**config.mk**
```make
export PLATFORM = sky130hd
export DESIGN_NAME = rtc_regcore
export DESIGN_NICKNAME = d
export VERILOG_FILES = /design/src/rtl/rtc_pkg.sv /design/src/rtl/rtc_prescaler.sv /design/src/rtl/rtc_ptr.sv /design/src/rtl/rtc_pwr_gate.sv /design/src/rtl/rtc_tod.sv /design/src/rtl/rtc_regcore.sv
export SDC_FILE = /design/constraint.sdc
export NUM_CORES = 1
export LEC_CHECK = 0
export BUFFER_PORTS_ARGS = -buffer_cell sky130_fd_sc_hd__buf_2
export CAP_MARGIN = 20
export CORE_MARGIN = 3
export CORE_UTILIZATION = 30
export DETAILED_ROUTE_END_ITERATION = 8
export GPL_ROUTABILITY_DRIVEN = 0
export SLEW_MARGIN = 20
export SYNTH_ARGS = -nofsm -noshare
export SYNTH_HDL_FRONTEND = slang
export SYNTH_SLANG_ARGS = --single-unit
```
**constraint.sdc**
```tcl
create_clock -name clk -period 2.4 [get_ports clk]
set_input_delay 0.24 -clock clk [delete_from_list [all_inputs] [get_ports clk]]
set_output_delay 0.24 -clock clk [all_outputs]
set_load 0.03 [all_outputs]
```
**src/rtl/rtc_pkg.sv**
```systemverilog
package rtc_pkg;
  localparam int TOD_BYTES = 4;
  localparam int WD_BYTES  = 3;
  localparam int NUM_REGS  = TOD_BYTES + WD_BYTES + 3;
  localparam int ADDR_W    = $clog2(NUM_REGS);
  localparam int TOD_W     = 8 * TOD_BYTES;
  localparam int WD_W      = 8 * WD_BYTES;
  localparam int TIDX_W    = $clog2(TOD_BYTES);

  typedef logic [ADDR_W-1:0] addr_t;
  typedef logic [7:0]        byte_t;

  localparam addr_t A_WD0  = addr_t'(TOD_BYTES);
  localparam addr_t A_CTRL = addr_t'(TOD_BYTES + WD_BYTES);
  localparam addr_t A_STAT = addr_t'(TOD_BYTES + WD_BYTES + 1);
  localparam addr_t A_CHRG = addr_t'(TOD_BYTES + WD_BYTES + 2);
  localparam addr_t A_LAST = A_CHRG;

  localparam int OSC_OFF_BIT = 7;
  localparam int STOP_FLAG_BIT = 7;
  localparam int ALARM_FLAG_BIT = 0;
endpackage

```
**src/rtl/rtc_prescaler.sv**
```systemverilog
module rtc_prescaler #(
  parameter int DIV = 32768
) (
  input  logic clk,
  input  logic rst_n,
  input  logic run,
  input  logic restart,
  output logic tick
);
  localparam int CW = (DIV > 1) ? $clog2(DIV) : 1;
  localparam logic [CW-1:0] TOP = CW'(DIV - 1);

  logic [CW-1:0] cnt_q, cnt_d;

  always_comb begin
    cnt_d = cnt_q;
    if (restart || !run)   cnt_d = '0;
    else if (cnt_q == TOP) cnt_d = '0;
    else                   cnt_d = cnt_q + 1'b1;
  end

  assign tick = run && !restart && (cnt_q == TOP);

  always_ff @(posedge clk or negedge rst_n) begin
    if (!rst_n) cnt_q <= '0;
    else        cnt_q <= cnt_d;
  end

  // no tick while the oscillator is off
  a_r7_no_tick_when_off: assert property (@(posedge clk) disable iff (!rst_n)
    !run |-> !tick);

  generate
    if (DIV > 1) begin : g_spacing
      // ticks never come back to back
      a_r7_tick_single: assert property (@(posedge clk) disable iff (!rst_n)
        tick |=> !tick);
      // a restart pushes the next tick out
      a_r8_restart_quiet: assert property (@(posedge clk) disable iff (!rst_n)
        restart |=> !tick);
    end
  endgenerate
endmodule

```
**src/rtl/rtc_ptr.sv**
```systemverilog
module rtc_ptr
  import rtc_pkg::*;
(
  input  logic  clk,
  input  logic  rst_n,
  input  logic  load,
  input  addr_t load_addr,
  input  logic  step,
  output addr_t ptr,
  output logic  wrap
);
  addr_t ptr_q, ptr_d;

  always_comb begin
    ptr_d = ptr_q;
    wrap  = 1'b0;
    if (load) begin
      ptr_d = (load_addr > A_LAST) ? '0 : load_addr;
    end else if (step) begin
      if (ptr_q == A_LAST) begin
        ptr_d = '0;
        wrap  = 1'b1;
      end else begin
        ptr_d = ptr_q + 1'b1;
      end
    end
  end

  always_ff @(posedge clk or negedge rst_n) begin
    if (!rst_n) ptr_q <= '0;
    else        ptr_q <= ptr_d;
  end

  assign ptr = ptr_q;

  // the pointer never leaves the register space
  a_r3_ptr_in_range: assert property (@(posedge clk) disable iff (!rst_n)
    ptr_q <= A_LAST);
  // a wrap lands on address zero
  a_r3_wrap_to_zero: assert property (@(posedge clk) disable iff (!rst_n)
    wrap |=> (ptr_q == '0));
endmodule

```
**src/rtl/rtc_pwr_gate.sv**
```systemverilog
module rtc_pwr_gate #(
  parameter int HOLD = 16
) (
  input  logic clk,
  input  logic rst_n,
  input  logic pfail,
  output logic access
);
  localparam int CW = $clog2(HOLD + 1);

  logic [CW-1:0] cnt_q, cnt_d;
  logic          acc_q, acc_d;

  always_comb begin
    if (pfail)             cnt_d = CW'(HOLD);
    else if (cnt_q != '0)  cnt_d = cnt_q - 1'b1;
    else                   cnt_d = '0;
    acc_d = !pfail && (cnt_q == '0);
  end

  always_ff @(posedge clk or negedge rst_n) begin
    if (!rst_n) begin
      cnt_q <= CW'(HOLD);
      acc_q <= 1'b0;
    end else begin
      cnt_q <= cnt_d;
      acc_q <= acc_d;
    end
  end

  assign access = acc_q;

  // a power fail closes access on the next edge
  a_r11_pf_blocks: assert property (@(posedge clk) disable iff (!rst_n)
    pfail |=> !acc_q);
  // access only opens with power good
  a_r11_open_needs_power: assert property (@(posedge clk) disable iff (!rst_n)
    $rose(acc_q) |-> !$past(pfail));
endmodule

```
**src/rtl/rtc_tod.sv**
```systemverilog
module rtc_tod
  import rtc_pkg::*;
(
  input  logic              clk,
  input  logic              rst_n,
  input  logic              tick,
  input  logic              start,
  input  logic              stop,
  input  logic              snap,
  input  logic              wr,
  input  logic [TIDX_W-1:0] wr_idx,
  input  byte_t             wr_data,
  output logic [TOD_W-1:0]  shadow
);
  logic [TOD_W-1:0] live_q, live_d;
  logic [TOD_W-1:0] hold_q, hold_d;
  logic [TOD_W-1:0] shad_q, shad_d;
  logic             dirty_q, dirty_d;
  logic             commit;

  assign commit = stop && dirty_q;

  always_comb begin
    hold_d = hold_q;
    if (start) hold_d = live_q;
    if (wr) begin
      for (int b = 0; b < TOD_BYTES; b++) begin
        if (wr_idx == TIDX_W'(b)) hold_d[8*b +: 8] = wr_data;
      end
    end

    dirty_d = dirty_q;
    if (stop)    dirty_d = 1'b0;
    else if (wr) dirty_d = 1'b1;

    live_d = live_q;
    if (commit)    live_d = hold_q;
    else if (tick) live_d = live_q + 1'b1;

    shad_d = snap ? live_q : shad_q;
  end

  always_ff @(posedge clk or negedge rst_n) begin
    if (!rst_n) begin
      live_q  <= '0;
      hold_q  <= '0;
      shad_q  <= '0;
      dirty_q <= 1'b0;
    end else begin
      live_q  <= live_d;
      hold_q  <= hold_d;
      shad_q  <= shad_d;
      dirty_q <= dirty_d;
    end
  end

  assign shadow = shad_q;

  // the shadow only moves on a snapshot event
  a_r5_shadow_steady: assert property (@(posedge clk) disable iff (!rst_n)
    !snap |=> $stable(shad_q));
  // the held value lands whole at the stop
  a_r6_commit_whole: assert property (@(posedge clk) disable iff (!rst_n)
    commit |=> (live_q == $past(hold_q)));
  // one step per tick, rolling over at the top
  a_r7_tick_step: assert property (@(posedge clk) disable iff (!rst_n)
    (tick && !commit) |=> (live_q == $past(live_q) + 1'b1));
  // without a tick or commit the live count holds
  a_r6_live_steady: assert property (@(posedge clk) disable iff (!rst_n)
    (!tick && !commit) |=> $stable(live_q));
endmodule

```
**src/rtl/rtc_regcore.sv**
```systemverilog
module rtc_regcore
  import rtc_pkg::*;
#(
  parameter int TICK_DIV = 32768,
  parameter int RST_HOLD = 16
) (
  input  logic              clk,
  input  logic              rst_n,
  input  logic              pfail,
  output logic              rst_out_n,
  input  logic              bus_start,
  input  logic              bus_stop,
  input  logic              ptr_load,
  input  logic [ADDR_W-1:0] ptr_addr,
  input  logic              wr_en,
  input  logic [7:0]        wr_data,
  input  logic              rd_en,
  output logic [7:0]        rd_data,
  output logic              sec_tick
);
  logic access;
  logic ev_start, ev_stop, ev_load, ev_wr, ev_rd, ev_step;
  addr_t ptr;
  logic  wrap;
  logic  tick;
  logic  tod_wr, wd_wr, snap;
  addr_t wd_off;
  logic [TOD_W-1:0] shadow;

  logic [WD_W-1:0] wd_q, wd_d;
  byte_t           ctrl_q, ctrl_d;
  byte_t           chrg_q, chrg_d;
  logic            stopf_q, stopf_d;
  logic            alarm_q, alarm_d;
  byte_t           rd_q, rd_d, rd_byte;
  logic            osc_run, wd_hit;

  rtc_pwr_gate #(.HOLD(RST_HOLD)) u_pwr (
    .clk    (clk),
    .rst_n  (rst_n),
    .pfail  (pfail),
    .access (access)
  );

  assign ev_start = bus_start && access;
  assign ev_stop  = bus_stop  && access;
  assign ev_load  = ptr_load  && access;
  assign ev_wr    = wr_en     && access;
  assign ev_rd    = rd_en     && access && !wr_en;
  assign ev_step  = ev_wr || ev_rd;

  rtc_ptr u_ptr (
    .clk       (clk),
    .rst_n     (rst_n),
    .load      (ev_load),
    .load_addr (ptr_addr),
    .step      (ev_step),
    .ptr       (ptr),
    .wrap      (wrap)
  );

  assign tod_wr  = ev_wr && (ptr < A_WD0);
  assign wd_wr   = ev_wr && (ptr >= A_WD0) && (ptr < A_CTRL);
  assign wd_off  = ptr - A_WD0;
  assign snap    = ev_start || ev_stop || wrap;
  assign osc_run = !ctrl_q[OSC_OFF_BIT];

  rtc_prescaler #(.DIV(TICK_DIV)) u_div (
    .clk     (clk),
    .rst_n   (rst_n),
    .run     (osc_run),
    .restart (tod_wr),
    .tick    (tick)
  );

  rtc_tod u_tod (
    .clk     (clk),
    .rst_n   (rst_n),
    .tick    (tick),
    .start   (ev_start),
    .stop    (ev_stop),
    .snap    (snap),
    .wr      (tod_wr),
    .wr_idx  (ptr[TIDX_W-1:0]),
    .wr_data (wr_data),
    .shadow  (shadow)
  );

  // watchdog/alarm counter and flags
  assign wd_hit = tick && !wd_wr && (wd_q == WD_W'(1));

  always_comb begin
    wd_d = wd_q;
    if (wd_wr) begin
      for (int b = 0; b < WD_BYTES; b++) begin
        if (wd_off == addr_t'(b)) wd_d[8*b +: 8] = wr_data;
      end
    end else if (tick && (wd_q != '0)) begin
      wd_d = wd_q - 1'b1;
    end

    ctrl_d = ctrl_q;
    if (ev_wr && (ptr == A_CTRL)) ctrl_d = wr_data;

    chrg_d = chrg_q;
    if (ev_wr && (ptr == A_CHRG)) chrg_d = wr_data;

    stopf_d = stopf_q;
    if (ctrl_q[OSC_OFF_BIT])
      stopf_d = 1'b1;
    else if (ev_wr && (ptr == A_STAT) && !wr_data[STOP_FLAG_BIT])
      stopf_d = 1'b0;

    alarm_d = alarm_q;
    if (wd_hit)
      alarm_d = 1'b1;
    else if (ev_wr && (ptr == A_STAT) && !wr_data[ALARM_FLAG_BIT])
      alarm_d = 1'b0;
  end

  // read path
  always_comb begin
    rd_byte = '0;
    for (int b = 0; b < TOD_BYTES; b++) begin
      if (ptr == addr_t'(b)) rd_byte = shadow[8*b +: 8];
    end
    for (int b = 0; b < WD_BYTES; b++) begin
      if (ptr == addr_t'(TOD_BYTES + b)) rd_byte = wd_q[8*b +: 8];
    end
    if (ptr == A_CTRL) rd_byte = ctrl_q;
    if (ptr == A_STAT) begin
      rd_byte = '0;
      rd_byte[STOP_FLAG_BIT]  = stopf_q;
      rd_byte[ALARM_FLAG_BIT] = alarm_q;
    end
    if (ptr == A_CHRG) rd_byte = chrg_q;
    rd_d = ev_rd ? rd_byte : rd_q;
  end

  always_ff @(posedge clk or negedge rst_n) begin
    if (!rst_n) begin
      wd_q    <= '0;
      ctrl_q  <= '0;
      chrg_q  <= '0;
      stopf_q <= 1'b1;
      alarm_q <= 1'b0;
      rd_q    <= '0;
    end else begin
      wd_q    <= wd_d;
      ctrl_q  <= ctrl_d;
      chrg_q  <= chrg_d;
      stopf_q <= stopf_d;
      alarm_q <= alarm_d;
      rd_q    <= rd_d;
    end
  end

  assign rd_data   = rd_q;
  assign rst_out_n = access;
  assign sec_tick  = tick;

  // a stopped oscillator keeps the stop flag set
  a_r9_stop_flag_held: assert property (@(posedge clk) disable iff (!rst_n)
    ctrl_q[OSC_OFF_BIT] |=> stopf_q);
  // reaching zero raises the alarm flag
  a_r10_alarm_set: assert property (@(posedge clk) disable iff (!rst_n)
    wd_hit |=> alarm_q);
  // status reads never show the reserved bits
  a_r10_status_zero: assert property (@(posedge clk) disable iff (!rst_n)
    (ev_rd && (ptr == A_STAT)) |=> (rd_data[6:1] == 6'd0));
  // blocked access leaves the plain registers alone
  a_r11_blocked_regs: assert property (@(posedge clk) disable iff (!rst_n)
    !access |=> ($stable(ctrl_q) && $stable(chrg_q) && $stable(rd_q)));
  // read data only changes on an accepted read
  a_r4_rd_hold: assert property (@(posedge clk) disable iff (!rst_n)
    !ev_rd |=> $stable(rd_q));
endmodule

```
==> results_tabular.tex <==
\begin{tabular}{lr}
\hline
Metric & Value \\
\hline
\multicolumn{2}{l}{\textbf{Status}} \\
\quad Result of the run & complete, no violations \\
\multicolumn{2}{l}{\textbf{Setup path}} \\
\quad Crit end category & primary output \\
\quad Cell repeated most along the worst path & sky130\_fd\_sc\_hd\_\_buf\_4 \\
\quad Type of the worst setup path & reg -> out \\
\quad Worst Path Arrival & just over 2 ns \\
\quad Buffering stage count on the worst path with inverters included & 2 \\
\quad Top delay family on crit path & simple AND/OR/NAND/NOR gates \\
\quad Worst reg-to-reg path cell count & 6 \\
\quad Stage delay of the slowest cell on the critical path & 0.57 ns \\
\quad End of the worst register-to-register path & wd\_q[21]\$\_DFFE\_PN0P\_ \\
\quad Largest driver fanout on the critical path & 6 \\
\quad Setup slack of the worst register-to-register path & about 0.10 ns \\
\quad Cell-by-cell trace of the critical path & and4bb\_4 > or4b\_4 > nor2\_4 > buf\_4 > buf\_4 \\
\quad Type of origin of the critical path & flop \\
\quad Master of the slowest instance on the critical path & sky130\_fd\_sc\_hd\_\_or4b\_4 \\
\quad Required time worst endpoint & between 2 and 2.5 ns \\
\quad R2r startpoint & wd\_q[18]\$\_DFFE\_PN0P\_ \\
\multicolumn{2}{l}{\textbf{STA}} \\
\quad Maximum clock rate & 433.4 MHz \\
\quad Setup Skew & approximately 0.015 ns \\
\quad Slew @ Worst Pin & around 0.65 ns \\
\quad Unrepaired setup endpoints after global routing & no \\
\quad Slew Limit Headroom & between 50\% and 60\% \\
\quad Setup violation total in the final timing report & 0 \\
\quad Number of max-slew violations in the final report & 0 \\
\quad Final period utilization & 96.13\% \\
\quad Minimum clock period & $\sim$2.3 ns \\
\quad Final-layout setup total negative slack & 0 ns \\
\quad Hold Fails Final Rpt & 0 \\
\multicolumn{2}{l}{\textbf{Place}} \\
\quad Buffers on Ports & 29 \\
\quad Post-placement cell area & $\sim$0.0098 mm2 \\
\quad Final HPWL DP & roughly 17000 um \\
\multicolumn{2}{l}{\textbf{Synth}} \\
\quad Part of the Yosys area used for sequential elements & 48.09\% \\
\quad Portion of synthesized cell area occupied by the leading cell type & 47.50\% \\
\quad Most frequent cell after synthesis & sky130\_fd\_sc\_hd\_\_dfrtp\_1 \\
\quad Top\_reg\_cell synth & sky130\_fd\_sc\_hd\_\_dfrtp\_1 \\
\quad Commonest cells post-synth & 170 x sky130\_fd\_sc\_hd\_\_dfrtp\_1, 99 x sky130\_fd\_sc\_hd\_\_nor2\_1, 87 x sky130\_fd\_sc\_hd\_\_nand2\_1, 70 x sky130\_fd\_sc\_hd\_\_o21ai\_0, 61 x sky130\_fd\_sc\_hd\_\_a21oi\_1 \\
\quad Fraction of registers with async set or reset after synthesis & 100.0\% \\
\quad Top post-synthesis cells by area & sky130\_fd\_sc\_hd\_\_dfrtp\_1 47\%, sky130\_fd\_sc\_hd\_\_mux2\_2 6.3\%, sky130\_fd\_sc\_hd\_\_nor2\_1 4.1\% \\
\quad Cell count after synthesis & 905 \\
\quad Count of flip-flops with a built-in enable after synthesis & 0 \\
\quad Average cell area after synthesis & 9.896 um2 \\
\quad Flip-flop and latch count after synthesis & 172 \\
\quad Biggest area consumer among synthesized cells & sky130\_fd\_sc\_hd\_\_dfrtp\_1 \\
\quad Area of the mapped netlist & about 0.009 mm2 \\
\quad Net count of the mapped netlist & 931 \\
\quad Number of different library cells in the post-synthesis netlist & between 60 and 70 \\
\quad Synth warn & 0 \\
\multicolumn{2}{l}{\textbf{Clock tree}} \\
\quad Clk buf depth & 2 \\
\quad Clock root buffer & sky130\_fd\_sc\_hd\_\_clkbuf\_16 \\
\quad Clock tree sinks & approximately 170 \\
\quad Clock-pin slew on the worst setup and hold paths & around 0.070 ns \\
\quad TritonCTS clock tree & done \\
\quad Source-to-sink clock delay at the later pin of the worst-skew pair & 0.44 ns \\
\quad Num CTS Buffers & 17 \\
\quad Maximum level of the CTS H-tree & 4 \\
\multicolumn{2}{l}{\textbf{Finish}} \\
\quad Final standard cell area without fillers & 0.01042 mm2 \\
\quad Final-stage net count & 979 \\
\quad Inserted Diodes & 0 \\
\quad Share of cells above drive strength 1 & approximately a fifth \\
\quad Count of filler cells inserted in the layout & between 2000 and 3000 \\
\quad Post-layout utilization of the core & approximately 36\% \\
\quad P\&R area growth vs syn & 16.37\% \\
\multicolumn{2}{l}{\textbf{Drt}} \\
\quad Vias/cell & between 5 and 6 \\
\quad Iteration-0 DRC Markers & between 600 and 700 \\
\quad Final routed wirelength across all metal layers & between 20000 and 25000 um \\
\quad Remaining antenna violation count after routing & 0 \\
\quad Drc violations & 0 \\
\quad First-pass detailed-route iteration total & 7 \\
\quad Routed length per instance & about 18 um \\
\quad Total number of vias & approximately 7000 \\
\multicolumn{2}{l}{\textbf{Global routing}} \\
\quad Total global routing track utilization & 15.57\% \\
\quad Vias in the first global route & between 6000 and 7000 \\
\quad Global-route wire length before repair & between 30000 and 40000 um \\
\quad Total congestion overflow after global routing & 0 \\
\quad Initial antenna violation count & 0 \\
\quad Pin count of the biggest net entering global routing & 75 \\
\multicolumn{2}{l}{\textbf{Pwr}} \\
\quad Pwr/cell area & 826.4 mW/mm2 \\
\quad Pleak & 4.754 nW \\
\quad Worst vdd ir & roughly 0.00050 V \\
\multicolumn{2}{l}{\textbf{Floorplan}} \\
\quad Boundary Pins & 30 \\
\quad Core region area & approximately 0.029 mm2 \\
\quad Horizontal die dimension & between 150 and 200 um \\
\quad Area enclosed by the die boundary & 0.03196 mm2 \\
\quad Standard-cell rows & 62 \\
\quad Height of the chip & 178.8 um \\
\quad Initial cell density of the core & a little under a third \\
\multicolumn{2}{l}{\textbf{Min path}} \\
\quad Hold/Removal Path Class & in -> reg \\
\quad Hold Path Depth & 2 \\
\quad HP Start & bus\_stop \\
\quad Worst hold path endpoint & u\_tod.dirty\_q\$\_DFFE\_PN0P\_ \\
\multicolumn{2}{l}{\textbf{Run}} \\
\quad Maximum capacitance violations & 0 \\
\hline
\end{tabular}
## flip-flops by register name, indices dropped and copies added, names as in the netlist, 8 cells and up
register and cells:
u_div.cnt_q 15, u_tod.shadow 32, u_tod.hold_q 32, u_tod.live_q 32, ctrl_q 8, chrg_q 8
rd_data 8, wd_q 24
## routing by layer
| metal | global-route usage [%] | share of wire, % |
|---|---|---|
| met1 | 22.67 | 49 |
| met4 | 4.318 | 2.0 |
| met5 | 0 | 0 |
| met2 | 23.53 | 44 |
| met3 | 3.092 | 4.3 |
## cells by family after synthesis
family / count (synthesis) / synth area share, %
and+or+nand+nor: 314 / 17.18
AOI/OAI and AO/OA: 211 / 14.33
DFF: 172 / 48.09
muxes: 94 / 12.18
buffers and inverters: 64 / 3.073
xor gates and xnor gates: 44 / 4.303
adders and majority gates: 6 / 0.8382
## metrics by stage
step                cells  hold WS, ns  power, W  worst slack [ns]
CTS                  1350      0.03164  0.008680           0.04666
detailed placement   1315       0.1809  0.005962            0.1441
floorplan             905     -0.05559  0.005250          0.008655
global route         1350      0.05022  0.009091         0.0003266
finish               1350      0.05041  0.008613           0.09288
global placement     1315       0.1784  0.005903            0.1868
## layout by cell type, fill, tap and decap left out, types with 8 or more instances in the layout
cell type / Yosys / layout
sky130_fd_sc_hd__a21oi_1: 61 / 60
sky130_fd_sc_hd__a22oi_1: 10 / 10
sky130_fd_sc_hd__a31oi_1: 10 / 10
sky130_fd_sc_hd__and2_1: 8 / 8
sky130_fd_sc_hd__and3_1: 13 / 13
sky130_fd_sc_hd__buf_2: 6 / 27
sky130_fd_sc_hd__buf_4: 5 / 47
sky130_fd_sc_hd__clkbuf_16: 0 / 17
sky130_fd_sc_hd__dfrtp_1: 170 / 169
sky130_fd_sc_hd__inv_1: 11 / 11
sky130_fd_sc_hd__mux2_2: 50 / 50
sky130_fd_sc_hd__mux2i_1: 37 / 37
sky130_fd_sc_hd__nand2_1: 87 / 86
sky130_fd_sc_hd__nand3_1: 30 / 30
sky130_fd_sc_hd__nand4_1: 16 / 16
sky130_fd_sc_hd__nor2_1: 99 / 99
sky130_fd_sc_hd__nor3_1: 19 / 19
sky130_fd_sc_hd__o211ai_1: 9 / 9
sky130_fd_sc_hd__o21ai_0: 70 / 70
sky130_fd_sc_hd__o31ai_1: 12 / 11
sky130_fd_sc_hd__xnor2_1: 10 / 10
sky130_fd_sc_hd__xor2_1: 34 / 34
## worst max path at each step
stage / start / slack (ns) / to / cells past startpoint
2_1_floorplan: u_pwr.access$_DFF_PN0_ / 0.009 / wd_q[16]$_DFFE_PN0P_ / 8
3_3_place_gp: wr_en / 0.19 / u_tod.live_q[26]$_DFFE_PN0P_ / 8
3_5_place_dp: wd_q[19]$_DFFE_PN0P_ / 0.14 / wd_q[21]$_DFFE_PN0P_ / 6
4_1_cts: u_div.cnt_q[0]$_DFF_PN0_ / 0.05 / sec_tick / 6
5_1_grt: u_pwr.access$_DFF_PN0_ / 0.0003 / u_tod.live_q[12]$_DFFE_PN0P_ / 8
6_report: u_pwr.access$_DFF_PN0_ / 0.09 / sec_tick / 5
## power by group
group | internal, W | leakage (nW) | total [W] | switching (W)
clock | 0.00138 | 0.274 | 0.00270 | 0.00132
sequential | 0.00345 | 2.29 | 0.00388 | 0.000432
combinational | 0.000885 | 2.19 | 0.00204 | 0.00115
## repair_timing
action / CTS / global route
pin swaps: 1 / 2
gates cloned: 0 / 0
setup buffers: 1 / 0
gates resized for setup: 0 / 4
hold buffers: 2 / 0
endpoints found under the hold margin: 36 / 0
setup endpoints to repair: 1 / 4
## area by class of cell
type | instances | area, um2 | share of cell area [%]
timing repair buffer | 82 | 619.3 | 5.942
clock inverter | 15 | 143.9 | 1.381
inverter | 11 | 41.29 | 0.3962
sequential | 172 | 4308 | 41.33
tap | 384 | 480.5 | 4.610
multi-input combinational | 669 | 4404 | 42.26
clock buffer | 17 | 425.4 | 4.082
## worst reg2reg max path, cell delays in order (launching register included)
cell	delay, ns
sky130_fd_sc_hd__dfrtp_1	0.42
sky130_fd_sc_hd__nor4_1	0.41
sky130_fd_sc_hd__nand4b_1	0.18
sky130_fd_sc_hd__or3_1	0.52
sky130_fd_sc_hd__a21oi_4	0.20
sky130_fd_sc_hd__or2_1	0.29
sky130_fd_sc_hd__o21ai_0	0.16
No activity file was read; power rests on OpenSTA's default activity.
